$ cat src/rtl/msi_pkg.sv
package msi_pkg;
  localparam int CFG_AW   = 3;
  localparam int CFG_DW   = 32;
  localparam int GRANT_W  = 3;
  localparam int PAYLOAD_W = 16;

  typedef enum logic [CFG_AW-1:0] {
    REG_CTRL    = 3'd0,
    REG_ADDR_LO = 3'd1,
    REG_ADDR_HI = 3'd2,
    REG_PAYLOAD = 3'd3,
    REG_MASK    = 3'd4
  } reg_off_e;
endpackage

$ cat src/rtl/msi_cfg_regs.sv
module msi_cfg_regs
  import msi_pkg::*;
#(
  parameter int NVEC   = 32,
  parameter bit EXT_EN = 1'b1,
  localparam int VW    = $clog2(NVEC)
)(
  input  logic                  clk,
  input  logic                  rst_n,
  input  logic                  cfg_we,
  input  logic [CFG_AW-1:0]     cfg_addr,
  input  logic [CFG_DW-1:0]     cfg_wdata,
  output logic [CFG_DW-1:0]     cfg_rdata,
  output logic                  enable,
  output logic [GRANT_W-1:0]    grant_log2,
  output logic [63:0]           tgt_addr,
  output logic [PAYLOAD_W-1:0]  base_payload,
  output logic [NVEC-1:0]       vec_mask
);
  logic                 en_q, en_d;
  logic [GRANT_W-1:0]   gr_q, gr_d;
  logic [31:0]          alo_q, alo_d;
  logic [PAYLOAD_W-1:0] pay_q, pay_d;
  logic [GRANT_W-1:0]   wr_grant;
  logic [31:0]          ahi_view;
  logic [NVEC-1:0]      mask_view;

  // grant clipped to the largest legal value
  always_comb begin
    wr_grant = cfg_wdata[3:1];
    if (wr_grant > GRANT_W'(VW)) wr_grant = GRANT_W'(VW);
  end

  always_comb begin
    en_d  = en_q;
    gr_d  = gr_q;
    alo_d = alo_q;
    pay_d = pay_q;
    if (cfg_we) begin
      case (cfg_addr)
        REG_CTRL:    begin en_d = cfg_wdata[0]; gr_d = wr_grant; end
        REG_ADDR_LO: alo_d = cfg_wdata;
        REG_PAYLOAD: pay_d = cfg_wdata[PAYLOAD_W-1:0];
        default:     ;
      endcase
    end
  end

  always_ff @(posedge clk or negedge rst_n) begin
    if (!rst_n) begin
      en_q  <= 1'b0;
      gr_q  <= '0;
      alo_q <= '0;
      pay_q <= '0;
    end else begin
      en_q  <= en_d;
      gr_q  <= gr_d;
      alo_q <= alo_d;
      pay_q <= pay_d;
    end
  end

  generate
    if (EXT_EN) begin : g_ext
      logic [31:0]     ahi_q, ahi_d;
      logic [NVEC-1:0] msk_q, msk_d;
      always_comb begin
        ahi_d = ahi_q;
        msk_d = msk_q;
        if (cfg_we && cfg_addr == REG_ADDR_HI) ahi_d = cfg_wdata;
        if (cfg_we && cfg_addr == REG_MASK)    msk_d = cfg_wdata[NVEC-1:0];
      end
      always_ff @(posedge clk or negedge rst_n) begin
        if (!rst_n) begin
          ahi_q <= '0;
          msk_q <= '0;
        end else begin
          ahi_q <= ahi_d;
          msk_q <= msk_d;
        end
      end
      assign ahi_view  = ahi_q;
      assign mask_view = msk_q;
    end else begin : g_base
      assign ahi_view  = '0;
      assign mask_view = '0;
    end
  endgenerate

  always_comb begin
    case (cfg_addr)
      REG_CTRL:    cfg_rdata = {28'd0, gr_q, en_q};
      REG_ADDR_LO: cfg_rdata = alo_q;
      REG_ADDR_HI: cfg_rdata = ahi_view;
      REG_PAYLOAD: cfg_rdata = {16'd0, pay_q};
      REG_MASK:    cfg_rdata = CFG_DW'(mask_view);
      default:     cfg_rdata = '0;
    endcase
  end

  assign enable       = en_q;
  assign grant_log2   = gr_q;
  assign tgt_addr     = {ahi_view, alo_q};
  assign base_payload = pay_q;
  assign vec_mask     = mask_view;

  // the stored grant never leaves the legal range
  a_r1_grant_range: assert property (@(posedge clk) disable iff (!rst_n)
    gr_q <= GRANT_W'(VW));
endmodule

$ cat src/rtl/msi_pending.sv
module msi_pending
  import msi_pkg::*;
#(
  parameter int NVEC = 32,
  localparam int VW  = $clog2(NVEC)
)(
  input  logic               clk,
  input  logic               rst_n,
  input  logic [NVEC-1:0]    irq_req,
  input  logic               enable,
  input  logic [GRANT_W-1:0] grant_log2,
  input  logic [NVEC-1:0]    vec_mask,
  input  logic               launch,
  output logic               any_ready,
  output logic [VW-1:0]      sel_vec
);
  logic [NVEC-1:0] req_q;
  logic [NVEC-1:0] pend_q, pend_d;
  logic [NVEC-1:0] rising, in_range, set_vec, eligible, clr_vec;
  logic [31:0]     granted;

  assign granted = 32'd1 << grant_log2;
  assign rising  = irq_req & ~req_q;

  // fold: lines above the grant land on vector 0
  generate
    for (genvar i = 0; i < NVEC; i++) begin : g_fold
      assign in_range[i] = (32'(i) < granted);
      if (i == 0) begin : g_v0
        assign set_vec[0] = rising[0] | (|(rising & ~in_range));
      end else begin : g_vn
        assign set_vec[i] = rising[i] & in_range[i];
      end
    end
  endgenerate

  assign eligible  = pend_q & ~vec_mask;
  assign any_ready = enable & (|eligible);

  always_comb begin
    sel_vec = '0;
    for (int i = NVEC-1; i >= 0; i--) begin
      if (eligible[i]) sel_vec = VW'(i);
    end
  end

  always_comb begin
    clr_vec = '0;
    if (launch) clr_vec[sel_vec] = 1'b1;
  end

  always_comb begin
    if (!enable) pend_d = '0;
    else         pend_d = (pend_q & ~clr_vec) | set_vec;
  end

  always_ff @(posedge clk or negedge rst_n) begin
    if (!rst_n) begin
      req_q  <= '0;
      pend_q <= '0;
    end else begin
      req_q  <= irq_req;
      pend_q <= pend_d;
    end
  end

  // a disabled cycle leaves nothing pending behind it
  a_r7_disable_flush: assert property (@(posedge clk) disable iff (!rst_n)
    !enable |=> pend_q == '0);
  // a launched vector is never masked
  a_r11_no_masked_launch: assert property (@(posedge clk) disable iff (!rst_n)
    launch |-> !vec_mask[sel_vec]);
  // the chosen vector has no lower eligible neighbour
  a_r8_lowest_first: assert property (@(posedge clk) disable iff (!rst_n)
    launch |-> ((eligible & ((NVEC'(1) << sel_vec) - NVEC'(1))) == '0));
endmodule

$ cat src/rtl/msi_wr_merge.sv
module msi_wr_merge
  import msi_pkg::*;
#(
  parameter int NVEC   = 32,
  parameter int DMA_DW = 32,
  localparam int VW    = $clog2(NVEC)
)(
  input  logic                 clk,
  input  logic                 rst_n,
  input  logic                 any_ready,
  input  logic [VW-1:0]        sel_vec,
  input  logic [GRANT_W-1:0]   grant_log2,
  input  logic [63:0]          tgt_addr,
  input  logic [PAYLOAD_W-1:0] base_payload,
  output logic                 launch,
  input  logic                 dma_valid,
  output logic                 dma_ready,
  input  logic [63:0]          dma_addr,
  input  logic [DMA_DW-1:0]    dma_data,
  output logic                 up_valid,
  input  logic                 up_ready,
  output logic [63:0]          up_addr,
  output logic [DMA_DW-1:0]    up_data
);
  logic                 busy_q, busy_d;
  logic [63:0]          maddr_q, maddr_d;
  logic [PAYLOAD_W-1:0] mdata_q, mdata_d;
  logic [PAYLOAD_W-1:0] low_bits, payload;

  assign low_bits = PAYLOAD_W'((32'd1 << grant_log2) - 32'd1);
  assign payload  = (base_payload & ~low_bits) | (PAYLOAD_W'(sel_vec) & low_bits);

  // an offered DMA write always goes ahead of a new interrupt write
  assign launch = !busy_q && !dma_valid && any_ready;

  always_comb begin
    busy_d  = busy_q;
    maddr_d = maddr_q;
    mdata_d = mdata_q;
    if (launch) begin
      busy_d  = 1'b1;
      maddr_d = tgt_addr;
      mdata_d = payload;
    end else if (busy_q && up_ready) begin
      busy_d = 1'b0;
    end
  end

  always_ff @(posedge clk or negedge rst_n) begin
    if (!rst_n) begin
      busy_q  <= 1'b0;
      maddr_q <= '0;
      mdata_q <= '0;
    end else begin
      busy_q  <= busy_d;
      maddr_q <= maddr_d;
      mdata_q <= mdata_d;
    end
  end

  assign up_valid  = busy_q | dma_valid;
  assign up_addr   = busy_q ? maddr_q : dma_addr;
  assign up_data   = busy_q ? DMA_DW'(mdata_q) : dma_data;
  assign dma_ready = !busy_q && up_ready;

  // an unaccepted interrupt write holds still
  a_r9_hold_stable: assert property (@(posedge clk) disable iff (!rst_n)
    (busy_q && !up_ready) |=> (busy_q && up_valid && $stable(up_addr) && $stable(up_data)));
  // an offered DMA write blocks a new interrupt write
  a_r10_dma_first: assert property (@(posedge clk) disable iff (!rst_n)
    (!busy_q && dma_valid) |=> !$rose(busy_q));
endmodule

$ cat src/rtl/msi_msg_gen.sv
module msi_msg_gen
  import msi_pkg::*;
#(
  parameter int NVEC   = 32,
  parameter int DMA_DW = 32,
  parameter bit EXT_EN = 1'b1,
  localparam int VW    = $clog2(NVEC)
)(
  input  logic              clk,
  input  logic              rst_n,
  input  logic              cfg_we,
  input  logic [2:0]        cfg_addr,
  input  logic [31:0]       cfg_wdata,
  output logic [31:0]       cfg_rdata,
  input  logic [NVEC-1:0]   irq_req,
  input  logic              dma_valid,
  output logic              dma_ready,
  input  logic [63:0]       dma_addr,
  input  logic [DMA_DW-1:0] dma_data,
  output logic              up_valid,
  input  logic              up_ready,
  output logic [63:0]       up_addr,
  output logic [DMA_DW-1:0] up_data
);
  logic                 enable;
  logic [GRANT_W-1:0]   grant_log2;
  logic [63:0]          tgt_addr;
  logic [PAYLOAD_W-1:0] base_payload;
  logic [NVEC-1:0]      vec_mask;
  logic                 any_ready, launch;
  logic [VW-1:0]        sel_vec;

  msi_cfg_regs #(.NVEC(NVEC), .EXT_EN(EXT_EN)) u_regs (
    .clk(clk), .rst_n(rst_n), .cfg_we(cfg_we), .cfg_addr(cfg_addr),
    .cfg_wdata(cfg_wdata), .cfg_rdata(cfg_rdata), .enable(enable),
    .grant_log2(grant_log2), .tgt_addr(tgt_addr),
    .base_payload(base_payload), .vec_mask(vec_mask)
  );

  msi_pending #(.NVEC(NVEC)) u_pend (
    .clk(clk), .rst_n(rst_n), .irq_req(irq_req), .enable(enable),
    .grant_log2(grant_log2), .vec_mask(vec_mask), .launch(launch),
    .any_ready(any_ready), .sel_vec(sel_vec)
  );

  msi_wr_merge #(.NVEC(NVEC), .DMA_DW(DMA_DW)) u_merge (
    .clk(clk), .rst_n(rst_n), .any_ready(any_ready), .sel_vec(sel_vec),
    .grant_log2(grant_log2), .tgt_addr(tgt_addr),
    .base_payload(base_payload), .launch(launch),
    .dma_valid(dma_valid), .dma_ready(dma_ready), .dma_addr(dma_addr),
    .dma_data(dma_data), .up_valid(up_valid), .up_ready(up_ready),
    .up_addr(up_addr), .up_data(up_data)
  );

  // no interrupt write starts while disabled
  a_r7_no_launch_disabled: assert property (@(posedge clk) disable iff (!rst_n)
    !enable |-> !launch);
endmodule

$ cat config.mk
export PLATFORM = sky130hd
export DESIGN_NAME = msi_msg_gen
export DESIGN_NICKNAME = d
export VERILOG_FILES = /design/src/rtl/msi_pkg.sv /design/src/rtl/msi_cfg_regs.sv /design/src/rtl/msi_pending.sv /design/src/rtl/msi_wr_merge.sv /design/src/rtl/msi_msg_gen.sv
export SDC_FILE = /design/constraint.sdc
export NUM_CORES = 1
export LEC_CHECK = 0
export BUFFER_PORTS_ARGS = -buffer_cell sky130_fd_sc_hd__buf_4
export CELL_PAD_IN_SITES_DETAIL_PLACEMENT = 1
export CELL_PAD_IN_SITES_GLOBAL_PLACEMENT = 1
export CORE_ASPECT_RATIO = 1.5
export CORE_MARGIN = 2
export CORE_UTILIZATION = 25
export DETAILED_ROUTE_END_ITERATION = 12
export GPL_ROUTABILITY_DRIVEN = 0
export HOLD_SLACK_MARGIN = 0.1
export PLACE_DENSITY_LB_ADDON = 0.1
export REMOVE_ABC_BUFFERS = 1
export SKIP_CTS_REPAIR_TIMING = 1
export SLEW_MARGIN = 20
export SYNTH_ARGS = -nofsm -noshare
export SYNTH_HDL_FRONTEND = slang
export SYNTH_SLANG_ARGS = --single-unit
export TNS_END_PERCENT = 1
$ cat constraint.sdc
create_clock -name clk -period 4.1 [get_ports clk]
set_input_delay 0.205 -clock clk [delete_from_list [all_inputs] [get_ports clk]]
set_output_delay 0.205 -clock clk [all_outputs]
set_load 0.01 [all_outputs]
==> summary.md, run 1 <==
| Metric | Value |
|---|---|
| Worst Max-Slew Pin Slew | `1.04 ns` |
| Number of fill cells | `5,564` |
| Final Total Pwr | `0.0100 W` |
| Maximum fanout along the worst path | `19` |
| CTS tree | `built` |
| Mean post-synth cell area | `11.8 sq um` |
| All-layer global routing usage | `16.8%` |
| Post-detailed-route wirelength per cell | `21.3 um` |
| Buffers and inverters on the worst path | `0` |
| Category of the most critical setup path | `flip-flop to flip-flop` |
| Die area | `53,300 sq um` |
| Final hold violations | `0` |
| Largest stage delay on the critical path | `0.84 ns` |
| DP Worst Slack | `0.778 ns` |
| Setup slack of the most critical reg-to-reg path | `0.84 ns` |
| Post-Route Hold Slack | `0.266 ns` |
| Data arrival, critical path | `3.69 ns` |
| Boundary pin count | `298` |
| Final critical path time including I/O delays and setup | `3.26 ns` |
| Number of pins with negative max-slew slack in the final report | `0` |
| Distinct cells, synth | `63` |
| Top_reg_cell synth | `dfrtp_1` |
| Count of H-tree levels built during CTS | `1` |
| Leading cell type in the layout, fill and taps excluded | `buf_4` |
| Longest Clk Path Bufs | `3` |
| Number of sinks handled by clock tree synthesis | `261` |
| Count of yosys warnings during synthesis | `0` |
| Fraction of the cycle the final worst path needs | `79.4%` |
| Worst clock skew | `0.0159 ns` |
| Total of flip-flops plus latches after synthesis | `261` |
| Worst R2R Start | `u_regs.grant_log2[1]` |
| Synthesis-to-finish area growth | `37.4%` |
| Final number of setup-violating endpoints | `0` |
| Netlist area before placement | `12,800 sq um` |
| Sequential-to-total area share from yosys stat | `50.8%` |
| PnR worst setup slack | `0.844 ns` |
| Count of antenna diodes in the layout | `0` |
| Critical path's top delay family | `simple AND/OR/NAND/NOR gates` |
| Via count of the first global-routing pass | `10,700` |
| Overflow left after global routing | `0` |
| Final ANT Viol Nets | `0` |
| Overall routed net length | `45,700 um` |
| Number of nets in the layout | `1,622` |
| Initial detailed-routing violation count | `327` |
| Share of flip-flops with an asynchronous set or reset | `100%` |
| Reg2reg end | `u_pend.pend_q[0]` |
| Clock transition at the register clock pins on the worst setup and hold paths after CTS | `0.06 ns` |
| Core outline area | `50,700 sq um` |
| Number of CTS-inserted buffers | `30` |
| Max-slew headroom | `30.5%` |
| Leakage power summed over all cells | `7.73 nW` |
| Routed via count divided by cell count | `4.67` |
| Total number of vias | `10,000` |
| R2R cell count | `9` |
| Cell chosen for the clock root | `clkbuf_16` |
| Leading cell types in the layout, fill and taps excluded | `buf_4, dfrtp_1, mux2_2, nand2_1, dlygate4sd3_1` |
| Maximum ir drop on the vdd rail | `356 uV` |
| Cell-by-cell listing of the critical path | `nor3_1 -> ha_1 -> nand2_1 -> nand2_1 -> nand4_1 -> nor3_1 -> o2111ai_1 -> a2111oi_0 -> nor2_1` |
| Unrepaired setup endpoints after global routing | `no` |
| Remaining design rule violation count | `0` |
| Clock network latency to the later pin of the worst-skew pair | `0.57 ns` |
| Initial core utilization | `25.4%` |
| Data required, critical path | `4.53 ns` |
| Outcome | `completed` |
| Number of buffers inserted by port buffering | `297` |
| Wire length of the first global-routing pass | `68,300 um` |
| DP HPWL | `33,100 um` |
| Path type of the worst min-delay path | `primary input to async pin` |
| Ratio of total power to cell area | `567 nW/um^2` |
| Ratio of cells with drive above 1 in the final layout | `42.8%` |
| Antenna violations before repair | `1` |
| Critical Path Start Type | `flip-flop` |
| Floorplan die width | `189 um` |
| Chip Height | `282 um` |
| Post-Layout Cell Count | `2,142` |
| Length of the first detailed-routing pass in iterations | `4` |
| Pin count of the biggest net entering global routing | `109` |
| Placed Cells | `2,021` |
| Number of flops mapped to enable cells by yosys | `0` |
| Number of max-capacitance violations reported | `0` |
| Standard-cell row count | `101` |
| Maximum clock frequency | `0.307 GHz` |
| Post-synthesis cell count | `1,092` |
| CP Capture Type | `flip-flop` |
| Critical-path cell with the highest stage delay | `nor3_1` |
-- cells in the mapped netlist, types with 2 or more instances --
cell type,instances,area (sq um)
a2111oi_0,3,26.3
buf_2,7,35.0
o311ai_0,3,26.3
nor4_1,4,25.0
buf_1,7,26.3
o211ai_1,2,15.0
buf_8,3,45.0
a22oi_1,36,270
or2_2,8,50.1
mux2i_1,16,160
nor2_1,36,135
o31ai_1,2,15.0
or4_4,2,22.5
buf_4,3,22.5
nor4b_1,2,17.5
clkbuf_1,42,158
nand2_1,68,255
mux2_1,40,450
o2111ai_1,3,26.3
o221ai_1,2,17.5
nand2b_1,39,244
nand4b_1,2,17.5
ha_1,4,50.1
nor2_4,2,22.5
o22ai_1,18,113
nor3b_1,3,22.5
a21oi_1,26,130
o21a_1,4,30.0
buf_6,2,22.5
nand3b_1,3,22.5
nand4_1,3,18.8
inv_1,18,67.6
and3_1,2,12.5
a21o_1,8,60.1
nor3_1,19,95.1
a31oi_1,19,119
nor2b_1,58,363
nor4_2,2,25.0
nor3_2,2,20.0
o21ai_0,55,275
a311oi_1,9,78.8
mux2_2,224,2520
dfrtp_1,261,6530
-- report_power, final --
group	switching (W)	internal [W]	leakage, nW
Clock	0.00115	0.00186	0.547
Sequential	0.000527	0.00327	3.19
Combinational	0.00156	0.00163	3.99
Total	0.00324	0.00676	7.73
-- stage by stage --
stage	TNS (ns)	instance area, sq um	util (%)
floorplan	-24.18	12500	-
global placement	0	15900	31.3
detailed placement	0	15900	31.3
CTS	0	17000	33.5
global route	0	17700	34.8
finish	0	17700	34.8
-- state kept, by name, indices dropped and copies added, names as in the netlist --
signal / count
u_merge.busy_q: 1
u_merge.maddr_q: 64
u_merge.mdata_q: 16
u_pend.pend_q: 32
u_pend.req_q: 32
u_regs.ahi_view: 32
u_regs.alo_q: 32
u_regs.base_payload: 16
u_regs.enable: 1
u_regs.grant_log2: 3
u_regs.vec_mask: 32
-- cell families (layout without fill, tap and decap cells) --
family	Yosys count	count (layout)	share of synthesized area, %
buffers and inverters	82	463	2.93
AND/OR/NAND/NOR	263	263	11.3
adder cells (fa/ha/maj)	5	5	0.467
AO/OA/AOI/OAI	199	199	9.94
XOR/XNOR	2	2	0.136
multiplexers	280	280	24.4
flip-flops	261	261	50.8
-- metal layers --
metal	track usage, %	vias to the layer above	share of wire (%)
li1	-	4667	-
met1	20.2	5097	41
met2	32.0	206	54
met3	1.99	43	3.5
met4	3.47	0	1.4
met5	0	-	0
-- area by class of cell --
class / instances / area [sq um] / area share, %
inverter: 18 / 67.6 / 0.383
tap: 669 / 837 / 4.74
timing repair buffer: 390 / 3130 / 17.7
clock inverter: 12 / 201 / 1.14
clock buffer: 43 / 911 / 5.16
multi-input combinational: 749 / 5980 / 33.9
sequential: 261 / 6540 / 37.0
-- worst max path at each step --
stage,from,to,slack (ns),cells past startpoint
finish,u_regs.grant_log2[1],u_pend.pend_q[0],0.84,9
detailed placement,u_regs.grant_log2[1],u_pend.pend_q[0],0.78,9
floorplan,u_merge.busy_q,u_merge.maddr_q[0],-0.34,4
global placement,u_regs.grant_log2[1],u_pend.pend_q[0],0.75,9
global route,u_regs.grant_log2[1],u_pend.pend_q[0],0.58,9
CTS,u_regs.grant_log2[1],u_pend.pend_q[0],0.75,9
Note: power is estimated with default switching activity, not from simulation.
==> run 2, diff against run 1 <==
clock period = 3.1 ns   (was 4.1 ns; I/O delays follow)
==> run 2 against run 1 <==
Critical path depth shrank 2. Clock power is 13% higher. Largest power group unchanged. Cell area down 0.35%. Non-clock buffer count up 14. First-iteration DRC count is 1.5% lower. Clock skew rose by 0.0097 ns. Power up 27%. Flip-flop and latch count is the same. Sequential power is 32% higher.
==> summary.md, run 2 (synthesized netlist as in run 1, its figures left out) <==
| Metric | Value |
|---|---|
| Outcome | `completed` |
| Area of combinational cells with multiple inputs | `5980 sq um (unchanged)` |
| Remaining design rule violation count | `0 (unchanged)` |
| Number of buffers inserted by port buffering | `297 (unchanged)` |
| Clock transition at the register clock pins on the worst setup and hold paths after CTS | `0.07 ns (about the same)` |
| Die area | `53,300 sq um (unchanged)` |
| Final Total Pwr | `0.0127 W (+27%)` |
| Register bank with the most flops | `u_merge.maddr_q` |
| Final-layout setup total negative slack | `0 ns (unchanged)` |
| Leakage power summed over all cells | `7.72 nW (-0.17%)` |
| Floorplan die width | `189 um (unchanged)` |
| Path type of the worst min-delay path | `primary input to async pin` |
| Number of max-capacitance violations reported | `0 (unchanged)` |
| Chip Height | `282 um (unchanged)` |
| Max-slew headroom | `50.0% (+20 points)` |
| Via count of the first global-routing pass | `10,600 (-0.64%)` |
| Final hold violations | `0 (unchanged)` |
| Overflow left after global routing | `0 (unchanged)` |
| Placed Cells | `2,035 (+0.69%)` |
| Maximum ir drop on the vdd rail | `414 uV (+16%)` |
| Maximum clock frequency | `0.374 GHz (+22%)` |
| Count of antenna diodes in the layout | `0 (unchanged)` |
| Clock network latency to the later pin of the worst-skew pair | `0.56 ns (about the same)` |
| Unrepaired setup endpoints after global routing | `no` |
| Cell-by-cell listing of the critical path | `nor2b_1 -> nor4_2 -> nand2_1 -> nor2_2 -> a31o_4 -> buf_12 -> mux2_2` |
| Setup slack of the most critical reg-to-reg path | `0.43 ns (-0.42 ns)` |
| Critical-path cell with the highest stage delay | `nor4_2` |
| Final number of setup-violating endpoints | `0 (unchanged)` |
| CP Capture Type | `flip-flop` |
| All-layer global routing usage | `16.9% (+0.11 points)` |
| Final design utilization | `34.7% (-0.12 points)` |
| Initial detailed-routing violation count | `322 (-1.5%)` |
| Worst Max-Slew Pin Slew | `0.750 ns (-0.293 ns)` |
| Final ANT Viol Nets | `0 (unchanged)` |
| Boundary pin count | `298 (unchanged)` |
| Standard-cell row count | `101 (unchanged)` |
| Pin count of the biggest net entering global routing | `80 (-27%)` |
| CTS tree | `built` |
| Critical path's top delay family | `simple AND/OR/NAND/NOR gates` |
| Buffers and inverters on the worst path | `1 (+1)` |
| Post-detailed-route wirelength per cell | `21.4 um (+0.34%)` |
| Synthesis-to-finish area growth | `37.0%` |
| Core outline area | `50,700 sq um (unchanged)` |
| Length of the first detailed-routing pass in iterations | `5 (+1)` |
| Number of nets in the layout | `1,634 (+0.74%)` |
| Leading cell type in the layout, fill and taps excluded | `buf_4` |
| DP HPWL | `33,700 um (+1.9%)` |
| Ratio of cells with drive above 1 in the final layout | `42.7% (-0.096 points)` |
| Cell chosen for the clock root | `clkbuf_16` |
| Sequential standard cell area | `6540 sq um (unchanged)` |
| Category of the most critical setup path | `flip-flop to flip-flop` |
| Longest Clk Path Bufs | `3 (unchanged)` |
| Number of CTS-inserted buffers | `28 (-6.7%)` |
| Flip-flop count of the largest register after layout | `64 (unchanged)` |
| Initial core utilization | `25.4% (unchanged)` |
| Total number of vias | `9,979 (-0.34%)` |
| Critical Path Start Type | `flip-flop` |
| Largest stage delay on the critical path | `0.47 ns (-0.37 ns)` |
| Fraction of the cycle the final worst path needs | `86.2% (+6.8 points)` |
| Number of pins with negative max-slew slack in the final report | `0 (unchanged)` |
| Routed via count divided by cell count | `4.64 (-0.71%)` |
| Data required, critical path | `3.54 ns (-0.99 ns)` |
| Wire length of the first global-routing pass | `68,400 um (+0.12%)` |
| Number of fill cells | `5,608 (+0.79%)` |
| Antenna violations before repair | `0 (-1)` |
| Maximum fanout along the worst path | `49 (+30)` |
| Data arrival, critical path | `3.12 ns (-0.57 ns)` |
| Count of H-tree levels built during CTS | `1 (unchanged)` |
| Post-Route Hold Slack | `0.177 ns (-0.0895 ns)` |
| Ratio of total power to cell area | `723 nW/um^2 (+28%)` |
| Final critical path time including I/O delays and setup | `2.67 ns (-0.583 ns)` |
| Leading cell types in the layout, fill and taps excluded | `buf_4, dfrtp_1, mux2_2, nand2_1, dlygate4sd3_1` |
| Number of sinks handled by clock tree synthesis | `261 (unchanged)` |
| Post-Layout Cell Count | `2,150 (+0.37%)` |
| Worst clock skew | `0.0257 ns (+0.00975 ns)` |
| Overall routed net length | `46,000 um (+0.72%)` |
==> run 2: through the flow <==
| step | worst slack (ns) | cell area, sq um |
|---|---|---|
| detailed placement | 0.429 | 16000 |
| floorplan | -1.34 | 12500 |
| global route | 0.278 | 17600 |
| CTS | 0.402 | 16900 |
| global placement | 0.455 | 16000 |
| finish | 0.427 | 17600 |
==> run 2: worst reg2reg max path, cell delays in order (launching register included) <==
cell and delay [ns]:
dfrtp_1 0.37, nor2b_1 0.20, nor4_2 0.48, nand2_1 0.27
nor2_2 0.32, a31o_4 0.23, buf_12 0.25, mux2_2 0.43
==> run 2: where the power goes <==
part           internal (W)  switching [W]
clock network       0.00199        0.00142
logic               0.00224        0.00207
registers           0.00433       0.000673
total               0.00856        0.00416
==> run 2: metal layers <==
layer  vias to the layer above  GRT usage [%]  share of wire, %
li1                       4685              -                 -
met3                        36           1.77               3.7
met5                         -              0                 0
met1                      5050           20.7                41
met4                         0           3.35               1.3
met2                       208           32.0                54
==> run 2: final timing paths <==
path	end	startpoint	depth (start not counted)
setup / recovery	u_merge.maddr_q[4]	u_pend.pend_q[1]	7
hold / removal	u_pend.req_q[21]	rst_n	2
setup reg to reg	u_merge.maddr_q[4]	u_pend.pend_q[1]	7
hold reg to reg	u_merge.mdata_q[15]	u_merge.mdata_q[15]	2
max in group asynchronous	u_regs.vec_mask[4]	rst_n	3
min in group clk	u_pend.req_q[8]	irq_req[8]	2
==> run 2: area by class of cell <==
class / instances / share of cell area, %
multi-input combinational: 749 / 34.0
inverter: 18 / 0.384
timing repair buffer: 404 / 18.6
sequential: 261 / 37.1
clock buffer: 43 / 4.71
clock inverter: 6 / 0.455
tap: 669 / 4.76
==> run 3, diff against run 2 <==
PLACE_DENSITY = 0.59   (was unset)
PLACE_DENSITY_LB_ADDON = unset   (was 0.1)
clock period = 2.8 ns   (was 3.1 ns; I/O delays follow)
==> run 3 against run 2 <==
Non-clock buffer count is 4 higher. Clock skew is 0.0080 ns lower. Sequential share of layout area is 0.12 points lower. Count of clock-buffer cells in the layout is 2 lower. Flip-flop and latch count stayed put. Power is 10% higher. Clock power is 7.3% higher. First-iteration DRC count is 23% lower. Die area stayed put. Via count is 0.95% higher. Critical path type unchanged. Critical endpoint is now u_merge.maddr_q[9]. Largest cell class unchanged. Highest routed layer unchanged.
==> summary.md, run 3 (synthesized netlist as in run 1, its figures left out) <==
| Metric | Value |
|---|---|
| Outcome | `completed` |
| Cell-by-cell listing of the critical path | `nor2b_1 -> nor4b_1 -> nor3b_1 -> a31o_4 -> buf_12 -> mux2_2` |
| Critical-path cell with the highest stage delay | `nor4b_1` |
| Overall routed net length | `45,200 um (-1.7%)` |
| Total number of vias | `10,100 (+0.95%)` |
| Path type of the worst min-delay path | `primary input to flip-flop` |
| Largest stage delay on the critical path | `0.48 ns (about the same)` |
| Hold EP | `u_regs.base_payload[0]` |
| Longest Clk Path Bufs | `3 (unchanged)` |
| DP HPWL | `33,400 um (-0.92%)` |
| Critical path's top delay family | `simple AND/OR/NAND/NOR gates` |
| Ratio of total power to cell area | `795 nW/um^2 (+9.9%)` |
| Length of the first detailed-routing pass in iterations | `4 (-1)` |
| Number of sinks handled by clock tree synthesis | `261 (unchanged)` |
| Post-detailed-route wirelength per cell | `21.0 um (-1.9%)` |
| Flip-flop count of the largest register after layout | `64 (unchanged)` |
| Worst Max-Slew Pin Slew | `0.753 ns (+0.00278 ns)` |
| Core outline area | `50,700 sq um (unchanged)` |
| Maximum ir drop on the vdd rail | `449 uV (+8.4%)` |
| Max-slew headroom | `49.8% (-0.19 points)` |
| Ratio of cells with drive above 1 in the final layout | `43.0% (+0.22 points)` |
| Area of combinational cells with multiple inputs | `5990 sq um (+0.15%)` |
| Initial core utilization | `25.4% (unchanged)` |
| Number of logic stages on the critical path including buffering | `6 (-1)` |
| Initial detailed-routing violation count | `249 (-23%)` |
| Final design utilization | `34.8% (+0.12 points)` |
| Final ANT Viol Nets | `0 (unchanged)` |
| Startpoint of the most critical hold path | `cfg_addr[2]` |
| Data arrival, critical path | `3.02 ns (-0.10 ns)` |
| Final number of setup-violating endpoints | `0 (unchanged)` |
| Standard-cell row count | `101 (unchanged)` |
| PnR worst setup slack | `0.225 ns (-0.202 ns)` |
| Leading cell types in the layout, fill and taps excluded | `buf_4, dfrtp_1, mux2_2, nand2_1, dlygate4sd3_1` |
| All-layer global routing usage | `16.6% (-0.38 points)` |
| Cell chosen for the clock root | `clkbuf_16` |
| Die area | `53,300 sq um (unchanged)` |
| Reg2reg end | `u_merge.maddr_q[9]` |
| Remaining design rule violation count | `0 (unchanged)` |
| Via count of the first global-routing pass | `10,800 (+1.6%)` |
| Wire length of the first global-routing pass | `67,300 um (-1.5%)` |
| DP Worst Slack | `0.211 ns (-0.217 ns)` |
| Number of max-capacitance violations reported | `0 (unchanged)` |
| Number of pins with negative max-slew slack in the final report | `0 (unchanged)` |
| Count of H-tree levels built during CTS | `1 (unchanged)` |
| Clock network latency to the later pin of the worst-skew pair | `0.56 ns (about the same)` |
| Antenna violations before repair | `0 (unchanged)` |
| Number of cells on the worst hold path | `3` |
| Setup slack of the most critical reg-to-reg path | `0.23 ns (-0.20 ns)` |
| Number of nets in the layout | `1,637 (+0.18%)` |
| Leakage power summed over all cells | `7.74 nW (+0.29%)` |
| Critical Path Start Type | `flip-flop` |
| Final hold violations | `0 (unchanged)` |
| R2R cell count | `6 (-1)` |
| Clock transition at the register clock pins on the worst setup and hold paths after CTS | `0.07 ns (about the same)` |
| Final critical path time including I/O delays and setup | `2.57 ns (-0.0985 ns)` |
| Register bank with the most flops | `u_merge.maddr_q` |
| Final Total Pwr | `0.0140 W (+10%)` |
| Sequential standard cell area | `6540 sq um (unchanged)` |
| Maximum fanout along the worst path | `59 (+20%)` |
| Category of the most critical setup path | `flip-flop to flip-flop` |
| Number of CTS-inserted buffers | `27 (-3.6%)` |
| Worst R2R Start | `u_pend.pend_q[30]` |
| Fraction of the cycle the final worst path needs | `91.9% (+5.7 points)` |
| Routed via count divided by cell count | `4.67 (+0.72%)` |
| Placed Cells | `2,037 (+0.098%)` |
| Unrepaired setup endpoints after global routing | `no` |
| CP Capture Type | `flip-flop` |
| Leading cell type in the layout, fill and taps excluded | `buf_4` |
| Chip Height | `282 um (unchanged)` |
| Data required, critical path | `3.24 ns (-0.30 ns)` |
| CTS tree | `built` |
| Boundary pin count | `298 (unchanged)` |
| Number of fill cells | `5,559 (-0.87%)` |
| Floorplan die width | `189 um (unchanged)` |
| Number of buffers inserted by port buffering | `297 (unchanged)` |
| Buffers and inverters on the worst path | `1 (unchanged)` |
| Overflow left after global routing | `0 (unchanged)` |
| Maximum clock frequency | `0.388 GHz (+3.8%)` |
| Post-Layout Cell Count | `2,155 (+0.23%)` |
| Final-layout setup total negative slack | `0 ns (unchanged)` |
| Synthesis-to-finish area growth | `37.4%` |
| Pin count of the biggest net entering global routing | `99 (+24%)` |
| Worst clock skew | `0.0177 ns (-0.00797 ns)` |
==> run 3: changes by cell type in the layout (fill, tap and decap cells not counted), moves of 2 or more <==
cell           before  now
clkbuf_1            9    6
dlygate4sd3_1      66   68
clkbuf_16          29   27
buf_12              5    8
clkbuf_8            5    8
==> run 3: final cells by class <==
class,count,share of cell area (%)
antenna,1,0.0142
clock buffer,41,4.58
clock inverter,8,0.425
inverter,18,0.383
multi-input combinational,749,33.9
sequential,261,37.0
tap,669,4.74
timing repair buffer,408,18.9
==> run 3: how the worst max path moves through the flow <==
stage,startpoint,endpoint,slack [ns]
finish,u_pend.pend_q[30],u_merge.maddr_q[9],0.23
global route,u_pend.pend_q[1],u_merge.maddr_q[8],0.12
CTS,u_pend.pend_q[0],u_merge.maddr_q[30],0.19
detailed placement,u_pend.pend_q[0],u_merge.maddr_q[9],0.21
global placement,u_pend.pend_q[30],u_merge.maddr_q[5],0.32
floorplan,u_merge.busy_q,u_merge.maddr_q[0],-1.64
==> run 3: tightest hold or removal path: stages <==
cell,delay (ns)
buf_4,0.19
nand4b_1,0.17
mux2_2,0.16
==> run 3: routing by layer <==
| metal | part of all wire (%) | GRT usage, % |
|---|---|---|
| met5 | 0 | 0 |
| met4 | 2.5 | 5.89 |
| met3 | 3.7 | 2.18 |
| met2 | 55 | 31.2 |
| met1 | 39 | 19.0 |
==> run 3: report_power, final <==
| part | leakage, nW | switching (W) | internal (W) | total (W) |
|---|---|---|---|---|
| logic | 4.11 | 0.00231 | 0.00251 | 0.00482 |
| clock network | 0.436 | 0.00158 | 0.00208 | 0.00366 |
| registers | 3.19 | 0.000770 | 0.00479 | 0.00556 |
==> run 3: per-stage QoR <==
| stage | area [sq um] | hold slack [ns] |
|---|---|---|
| final | 17700 | 0.130 |
| after CTS | 17000 | -0.406 |
| after global placement | 16100 | 0.174 |
| after floorplan | 12500 | -0.156 |
| after detailed placement | 16100 | 0.186 |
| after global routing | 17700 | 0.146 |
